[src/rtl/amatch_pkg.sv]
package amatch_pkg;
  localparam int unsigned DEF_SLOTS  = 4;
  localparam int unsigned DEF_ADDR_W = 7;
  localparam int unsigned BYTE_W     = DEF_ADDR_W + 1;

  typedef enum logic {DIR_WRITE = 1'b0, DIR_READ = 1'b1} dir_e;
endpackage

[src/rtl/slot_compare.sv]
module slot_compare #(
  parameter int unsigned ADDR_W = 7
) (
  input  logic [ADDR_W-1:0] rx_addr,
  input  logic [ADDR_W-1:0] own,
  input  logic [ADDR_W-1:0] care_off,
  output logic              hit
);
  logic [ADDR_W-1:0] diff;
  logic              reserved;

  always_comb begin
    diff     = (rx_addr ^ own) & ~care_off;
    reserved = (rx_addr == '0);
    hit      = (diff == '0) && !reserved;
  end
endmodule

[src/rtl/lowest_first.sv]
module lowest_first #(
  parameter int unsigned N     = 4,
  parameter int unsigned IDX_W = (N > 1) ? $clog2(N) : 1
) (
  input  logic [N-1:0]     req,
  output logic             any,
  output logic [IDX_W-1:0] idx
);
  always_comb begin
    any = |req;
    idx = '0;
    for (int i = N - 1; i >= 0; i--) begin
      if (req[i]) idx = IDX_W'(i);
    end
  end
endmodule

[src/rtl/multi_addr_matcher.sv]
module multi_addr_matcher
  import amatch_pkg::*;
#(
  parameter int unsigned SLOTS  = DEF_SLOTS,
  parameter int unsigned ADDR_W = DEF_ADDR_W,
  localparam int unsigned RB_W  = ADDR_W + 1,
  localparam int unsigned IDX_W = (SLOTS > 1) ? $clog2(SLOTS) : 1
) (
  input  logic                    clk,
  input  logic                    rst_n,
  input  logic                    byte_valid,
  input  logic [RB_W-1:0]         rx_byte,
  input  logic                    is_master,
  input  logic [SLOTS*RB_W-1:0]   own_addr,
  input  logic [SLOTS*ADDR_W-1:0] addr_mask,
  output logic                    match_pulse,
  output logic [IDX_W-1:0]        match_idx,
  output logic                    gc_hit,
  output logic                    rw_bit
);
  logic [ADDR_W-1:0] rx_addr;
  logic [SLOTS-1:0]  slot_hit;
  logic [SLOTS-1:0]  gc_en;
  logic              any_slot, any_gc;
  logic [IDX_W-1:0]  slot_idx, gc_idx;

  assign rx_addr = rx_byte[RB_W-1:1];

  for (genvar k = 0; k < SLOTS; k++) begin : g_slot
    assign gc_en[k] = own_addr[k*RB_W];
    slot_compare #(.ADDR_W(ADDR_W)) u_cmp (
      .rx_addr (rx_addr),
      .own     (own_addr[k*RB_W+1 +: ADDR_W]),
      .care_off(addr_mask[k*ADDR_W +: ADDR_W]),
      .hit     (slot_hit[k])
    );
  end

  lowest_first #(.N(SLOTS), .IDX_W(IDX_W)) u_slot_pick (
    .req(slot_hit), .any(any_slot), .idx(slot_idx)
  );
  lowest_first #(.N(SLOTS), .IDX_W(IDX_W)) u_gc_pick (
    .req(gc_en), .any(any_gc), .idx(gc_idx)
  );

  logic             is_gc_byte, take_gc, accept;
  logic             pulse_d;
  logic [IDX_W-1:0] idx_d;
  logic             gc_d, rw_d;
  logic             load_en;

  always_comb begin
    is_gc_byte = (rx_byte == '0);
    take_gc    = is_gc_byte && any_gc;
    accept     = byte_valid && !is_master && (take_gc || any_slot);
    load_en    = accept;
    pulse_d    = accept;
    idx_d      = take_gc ? gc_idx : slot_idx;
    gc_d       = take_gc;
    rw_d       = rx_byte[0];
  end

  always_ff @(posedge clk or negedge rst_n) begin
    if (!rst_n) begin
      match_pulse <= 1'b0;
    end else begin
      match_pulse <= pulse_d;
    end
  end

  always_ff @(posedge clk or negedge rst_n) begin
    if (!rst_n) begin
      match_idx <= '0;
      gc_hit    <= 1'b0;
      rw_bit    <= 1'b0;
    end else if (load_en) begin
      match_idx <= idx_d;
      gc_hit    <= gc_d;
      rw_bit    <= rw_d;
    end
  end

  // master mode never yields a pulse
  a_r6_master_silent: assert property (@(posedge clk) disable iff (!rst_n)
    (byte_valid && is_master) |=> !match_pulse);

  // a pulse is always preceded by a strobe
  a_r7_pulse_after_strobe: assert property (@(posedge clk) disable iff (!rst_n)
    match_pulse |-> $past(byte_valid));

  // result fields hold between pulses
  a_r8_hold_fields: assert property (@(posedge clk) disable iff (!rst_n)
    !match_pulse |-> $stable({match_idx, gc_hit, rw_bit}));

  // a general call always carries the write direction
  a_r4_gc_write: assert property (@(posedge clk) disable iff (!rst_n)
    (match_pulse && gc_hit) |-> (rw_bit == DIR_WRITE));

  // a non-general-call result names a slot that actually hit
  a_r3_idx_is_hit: assert property (@(posedge clk) disable iff (!rst_n)
    (byte_valid && !is_master && any_slot && !take_gc) |-> slot_hit[slot_idx]);

  // the reserved all-zero address field never hits a slot comparator
  a_r5_reserved_no_slot: assert property (@(posedge clk) disable iff (!rst_n)
    (rx_addr == '0) |-> (slot_hit == '0));
endmodule

[config.mk]
export PLATFORM = sky130hd
export DESIGN_NAME = multi_addr_matcher
export DESIGN_NICKNAME = d
export VERILOG_FILES = /design/src/rtl/amatch_pkg.sv /design/src/rtl/slot_compare.sv /design/src/rtl/lowest_first.sv /design/src/rtl/multi_addr_matcher.sv
export SDC_FILE = /design/constraint.sdc
export NUM_CORES = 1
export LEC_CHECK = 0
export ABC_AREA = 0
export BUFFER_PORTS_ARGS = -buffer_cell sky130_fd_sc_hd__buf_4
export CAP_MARGIN = 25
export CORE_MARGIN = 1
export CORE_UTILIZATION = 35
export CTS_BUF_LIST = sky130_fd_sc_hd__clkbuf_4 sky130_fd_sc_hd__clkbuf_8 sky130_fd_sc_hd__clkbuf_16
export DETAILED_ROUTE_END_ITERATION = 12
export PLACE_DENSITY = 0.8
export SETUP_SLACK_MARGIN = 0.5
export SLEW_MARGIN = 15
export SYNTH_ARGS = -nofsm -noshare
export SYNTH_HDL_FRONTEND = slang
export SYNTH_SLANG_ARGS = --single-unit
[constraint.sdc]
create_clock -name clk -period 0.92 [get_ports clk]
set_input_delay 0.046 -clock clk [delete_from_list [all_inputs] [get_ports clk]]
set_output_delay 0.046 -clock clk [all_outputs]
set_load 0.02 [all_outputs]
Word-level counts from Yosys, hierarchy flattened

Index checks and enable logic that the tools add are counted.

Register bits: 5
Bits of input ports: 72
Output and inout bits: 5
Word-level logic and storage cells: 43

Muxes and demuxes: 9
Bitwise gates (word level): 12
Reduce and logical (&&, ||, !) cells: 18

Operators by type and width:

| kind                | count |
|---|---|
| $logic_not A7 Y1    | 5 |
| $and A7 B7 Y7       | 4 |
| $not A7 Y7          | 4 |
| $xor A7 B7 Y7       | 4 |
| $mux W2             | 9 |
| $logic_not A8 Y1    | 1 |
| $reduce_or A4 Y1    | 2 |
| $logic_and A1 B1 Y1 | 7 |
| $logic_not A1 Y1    | 2 |
| $logic_or A1 B1 Y1  | 1 |

Longest topological paths before layout

Depth in word-level cells: 9
Depth in mapped cells: 7
Depth with buffers taken out: 6

Modules after synthesis

A second synthesis with hierarchy kept.

Cell total of the unflattened synthesis: 97
Area, all modules: 792.0 um^2

Modules (own cells, without submodules):

| module             | instances | cells each | area each (um^2) | seq. area each (um^2) |
|---|---|---|---|---|
| slot_compare       | 4         | 15         | 113.9            | 0.0 |
| multi_addr_matcher | 1         | 23         | 266.5            | 125.1 |
| lowest_first       | 2         | 7          | 35.0             | 0.0 |

Least setup slack after synthesis

Ideal clock, no wire load.

Path type: input to register
Start point: in rx_byte[5]
End point: reg rw_bit
Library setup time: 125 ps
Arrival: 1726 ps
Required time: 795 ps
Path slack: -931 ps
Cell stages on the path: 7
Path buffers: 1
Path through: buf_2 -> or4_4 -> or2_4 -> nor3_2 -> nor3_2 -> a21oi_4 -> mux2_4

Word-level cells in the longest chain between the ends: 7
Elaborated cells on any way between the ends: 23
Those cells by class: 8 x bitwise; 15 x reduce/logical

Ends and longest elaborated chain:

| what                    | line                     | source |
|---|---|---|
| from (decl)             | multi_addr_matcher.sv:12 | `input logic [RB_W-1:0] rx_byte,` |
| $xor A7 B7 Y7           | slot_compare.sv:13       | `diff = (rx_addr ^ own) & ~care_off;` |
| $and A7 B7 Y7           | slot_compare.sv:13       |  |
| $logic_not A7 Y1        | slot_compare.sv:15       | `hit = (diff == '0) && !reserved;` |
| $logic_and A1 B1 Y1     | slot_compare.sv:15       |  |
| $reduce_or A4 Y1        | lowest_first.sv:10       | `any = \|req;` |
| $logic_or A1 B1 Y1 (*)  | multi_addr_matcher.sv:55 | `accept = byte_valid && !is_master && (take_gc \|\| any_slot);` |
| $logic_and A1 B1 Y1 (*) | multi_addr_matcher.sv:55 |  |
| via accept              | multi_addr_matcher.sv:46 | `logic is_gc_byte, take_gc, accept;` |
| to (signal assigned)    | multi_addr_matcher.sv:79 | `rw_bit <= rw_d;` |
| to (decl)               | multi_addr_matcher.sv:19 | `output logic rw_bit` |

The timed path passes the listed nets; every way through them passes the cells marked *.
A chain may end at the register's enable or synchronous reset.

Worst setup path after layout

Start point: in rx_byte[6]
End point: reg match_idx[0]

Elaborated cells on any way between the ends: 28
Those cells by class: 5 x mux; 8 x bitwise; 15 x reduce/logical

RTL lines:

| what                    | line                     | source |
|---|---|---|
| $xor A7 B7 Y7           | slot_compare.sv:13       |  |
| $and A7 B7 Y7           | slot_compare.sv:13       |  |
| $logic_not A7 Y1        | slot_compare.sv:15       |  |
| $logic_and A1 B1 Y1     | slot_compare.sv:15       |  |
| $reduce_or A4 Y1        | lowest_first.sv:10       |  |
| $logic_or A1 B1 Y1 (*)  | multi_addr_matcher.sv:55 |  |
| $logic_and A1 B1 Y1 (*) | multi_addr_matcher.sv:55 |  |
| via accept              | multi_addr_matcher.sv:46 |  |
| to (signal assigned)    | multi_addr_matcher.sv:77 | `match_idx <= idx_d;` |
| to (decl)               | multi_addr_matcher.sv:17 | `output logic [IDX_W-1:0] match_idx,` |

Marked as above.

==> out/summary.md <==
The tools report the maximum achievable frequency as 0.653 GHz. The total via count in the routed design is 1042. Of the total synthesized cell area, the portion taken by XOR and XNOR cells is 33.5%. The min-delay analysis places its worst path in the category in -> async.

Fraction of the cycle the final worst path needs: 167%. Setup slack on the worst reg-to-reg path comes out at 0.11 ns. The number of global-route vias before repair is 1041, and the post-synthesis compound-gate area fraction is 25.0%. Detailed placement finished with a half-perimeter wire length of 2380 um. Clock latency on the worst-skew pair, taken at its later pin, is 0.25 ns. After detailed placement, the design holds a cell count of 201.

The logs give 0 for the leftover overflow at the end of global routing and 5 for the number of sinks handled by clock tree synthesis. The overall routing resource usage came out at 26.8%. Dividing total power by cell area gives a power density of 1010 nW/um2. The die footprint was 2280 um2; the worst-case setup slack after placement was -0.967 ns. In this run the critical register-to-register path is captured at match_idx[1]. The logs give 732 um2 for the synthesized area and 61.5% for the combinational group share of total power.

The run gives 209 as the post-layout instance count excluding filler cells. In this run, CTS created clock tree buffers numbering 3. CTS placed an instance of sky130_fd_sc_hd__clkbuf_4 at the clock tree root.

For the worst flop-to-flop path, the logic depth is 2. After synthesis, the share of flip-flops with an asynchronous set or reset is 100%. The worst-path cell with the longest stage delay was sky130_fd_sc_hd__or4_4. The kind of cell with the highest combined delay along the critical path is simple AND/OR/NAND/NOR gates.

The final-report max-slew violation count is 0, and the number of nets produced by synthesis is 155. The horizontal extent of the die was 47.7 um; the number of diodes was 0. No sink is reached through more buffers than the 2 on the longest clock path. The cell count after synthesis came out at 83.

The arrival time at the worst endpoint was 1.67 ns. Measured along the y axis, the die boundary spans 47.7 um. The clock network accounts for 18.2% of the total power.

The worst-case setup margin in the final layout is -0.612 ns, and the number of buffers and inverters on the critical path is 2. The synthesized netlist contains 26 unique library cells. The worst pin sits at a relative slew slack of 71.3%. Wire length per cell: 13.4 um.

The detailed router finished its first iteration with 8 violations. For this run, the leading register cell type out of synthesis is sky130_fd_sc_hd__dfrtp_1. STA classifies the critical path endpoint as a flop. The number of buffers added on ports works out to 76. The area share of fa/ha/maj cells after synthesis works out to 0%. The routed via count divided by cell count works out to 4.99. The top-area cell type share of the netlist area came out at 32.3%. By area, the combinational part of the netlist is dominated by XOR/XNOR gates. Row generation in the floorplan step produced 16 rows. sky130_fd_sc_hd__xnor2_1 takes more of the synthesized area than any other cell.

Dividing the synthesized area by the synthesized cell count gives 8.82 um2. The synthesized netlist devotes 16.4% of its cell area to simple gates. The clock skew after layout is 0 ns, and the largest net degree at the start of global routing is 6. The run finished, with violations left. The startpoint of the worst-slack reg-to-reg timing path is match_idx[1]. At the pin with the least slew margin, the transition time is 0.428 ns. The maximum vdd ir drop was 859 uV. TritonCTS built the clock tree. Part of the Yosys area used for sequential elements: 17.1%. The biggest fanout along the worst timing path was 4; the area of the core was 1960 um2. The first global-routing pass estimated 4150 um of wire. Among the stages of the critical path, the cell type that occurs most often is sky130_fd_sc_hd__buf_6. By startpoint and endpoint, the worst setup path is classified as in -> reg. Wire length after detailed routing: 2790 um.

Sequential cells account for 20.3% of the total power. The launching element type of the critical path was an input port. By area the synthesized netlist is led by sky130_fd_sc_hd__xnor2_1 (32%), sky130_fd_sc_hd__dfrtp_1 (17%), sky130_fd_sc_hd__o22ai_1 (13%). The run gives 1.06 ns as the endpoint required time on the critical path. Power spent charging and discharging nets: 514 uW.

The final reports fail on setup timing. 77 I/O pins were placed. After synthesis the netlist holds a flip-flop and latch count of 5.

The number of antenna violations at the first check in global routing was 0. Most frequently used cell type in the post-synthesis netlist: sky130_fd_sc_hd__xnor2_1. In the synthesized netlist, mux cells make up 2.05% of the area. Net switching is 31.8% of the power. Number of failing setup endpoints in the final timing report: 5. The area growth from synthesis to layout is 120%.

The clock transition time at the flip-flop clock pins of the worst setup and hold paths came out at 0.04 ns. Setup repair after global routing could not meet its margin everywhere. The final weighted congestion of routability-driven global placement is 0.773. For the count of final hold-check violations, the log shows 0. The signal on the critical path passes through buf_6 -> or4_4 -> or2_4 -> o221a_4 -> a31oi_4 -> a21oi_4 -> buf_6 -> o22a_2. The tools report the CTS H-tree depth as 1. For the leakage power figure, the log shows 0.726 nW.

Internal power comes to 1.10 mW. The net total in the final layout is 255, and the count of flip-flops with a built-in enable after synthesis is 0. Residual DRC count: 0. The logs give 0 for the final antenna-violating net count and 0 for the count of yosys warnings during synthesis. The tool flagged a number of max-cap violations equal to 0. Effective utilization at floorplan: 37.3%.

Counting instances in the post-synthesis netlist gives the leading cell types as sky130_fd_sc_hd__xnor2_1 (27), sky130_fd_sc_hd__o22ai_1 (15), sky130_fd_sc_hd__dfrtp_1 (5). The total iterations of the first detailed-routing run is 4, and the final critical-path required period is 1.53 ns. In the final layout, the share of cells above drive strength 1 is 68.1%. Delay contributed by the slowest stage of the critical path: 0.56 ns.
-- area by class of cell --
type                       instances  area [um2]
inverter                           2        7.51
multi-input combinational         69         611
tap                               27        33.8
clock buffer                       4        30.0
sequential                         5         129
fill                             124         353
timing repair buffer             102         798
-- registers in the layout, summed over array words and instances (netlist names) --
register,count
match_idx,2
match_pulse,1
gc_hit,1
rw_bit,1
-- power by group through the flow --
stage	combinational, mW	sequential [mW]	clock, mW
2_1_floorplan	0.348	0.392	0
3_3_place_gp	0.856	0.319	0
3_5_place_dp	0.883	0.321	0
4_1_cts	0.964	0.330	0.294
5_1_grt	1.07	0.333	0.319
6_report	0.995	0.328	0.294
-- timing repair --
action                                  in CTS  in global routing
endpoints found under the setup margin      10                 10
hold buffers                                 1                  0
hold endpoints to repair                     5                  0
buffers inserted                             2                  1
gates resized for setup                     14                  2
pin swaps                                    8                  3
-- stage by stage --
| stage | area [um2] | setup TNS, ns | hold WS, ns | utilization, % | total power [mW] |
|---|---|---|---|---|---|
| after CTS | 1590 | -3.07 | 0.141 | 81.0 | 1.59 |
| final | 1610 | -2.95 | 0.157 | 82.0 | 1.62 |
| after floorplan | 746 | -3.72 | -0.250 | - | 0.740 |
| after global placement | 1470 | -4.29 | -0.153 | 74.9 | 1.18 |
| after detailed placement | 1470 | -4.51 | -0.150 | 74.9 | 1.20 |
| after global routing | 1610 | -3.13 | 0.149 | 82.0 | 1.72 |
-- worst max-delay path by stage --
stage                     depth (start not counted)        from            to
after global placement                            7  rx_byte[5]        rw_bit
after global routing                              8  rx_byte[6]  match_idx[0]
after CTS                                         8  rx_byte[6]  match_idx[0]
after detailed placement                          8  rx_byte[5]  match_idx[0]
after floorplan                                   7  rx_byte[5]        rw_bit
final                                             8  rx_byte[6]  match_idx[0]
-- per-layer routing --
metal | vias to the layer above | routed length (um) | track usage [%]
li1 | 501 | - | -
met1 | 476 | 946 | 24.3
met2 | 57 | 1570 | 52.4
met3 | 8 | 214 | 7.55
met4 | 0 | 68 | 14.4
met5 | - | 0 | 0
-- worst register-to-register path: cells and delay by family (launching register included) --
family,cells,cell delay [ns]
buffers and inverters,1,0.13
AO/OA/AOI/OAI,1,0.16
flip-flops,1,0.40
-- layout by cell type, fill, tap and decap left out, types with 2 or more instances in the layout --
| master | count |
|---|---|
| sky130_fd_sc_hd__inv_1 | 2 |
| sky130_fd_sc_hd__nor3_4 | 2 |
| sky130_fd_sc_hd__nor4_1 | 2 |
| sky130_fd_sc_hd__buf_6 | 8 |
| sky130_fd_sc_hd__o22ai_2 | 3 |
| sky130_fd_sc_hd__o22ai_1 | 12 |
| sky130_fd_sc_hd__buf_4 | 93 |
| sky130_fd_sc_hd__xnor2_1 | 27 |
| sky130_fd_sc_hd__clkbuf_4 | 4 |
| sky130_fd_sc_hd__dfrtp_2 | 3 |
| sky130_fd_sc_hd__nand2b_1 | 2 |
| sky130_fd_sc_hd__nor3_1 | 3 |
| sky130_fd_sc_hd__dfrtp_1 | 2 |
| sky130_fd_sc_hd__nor2_1 | 2 |
| sky130_fd_sc_hd__nor4_2 | 2 |
-- cell families (layout without fill, tap and decap cells) --
| group | after synthesis | in the layout |
|---|---|---|
| xor+xnor | 28 | 28 |
| flops | 5 | 5 |
| mux | 1 | 1 |
| simple gates | 18 | 18 |
| compound gates | 22 | 22 |
| buf+inv | 9 | 108 |
Note: power is estimated with default switching activity, not from simulation.
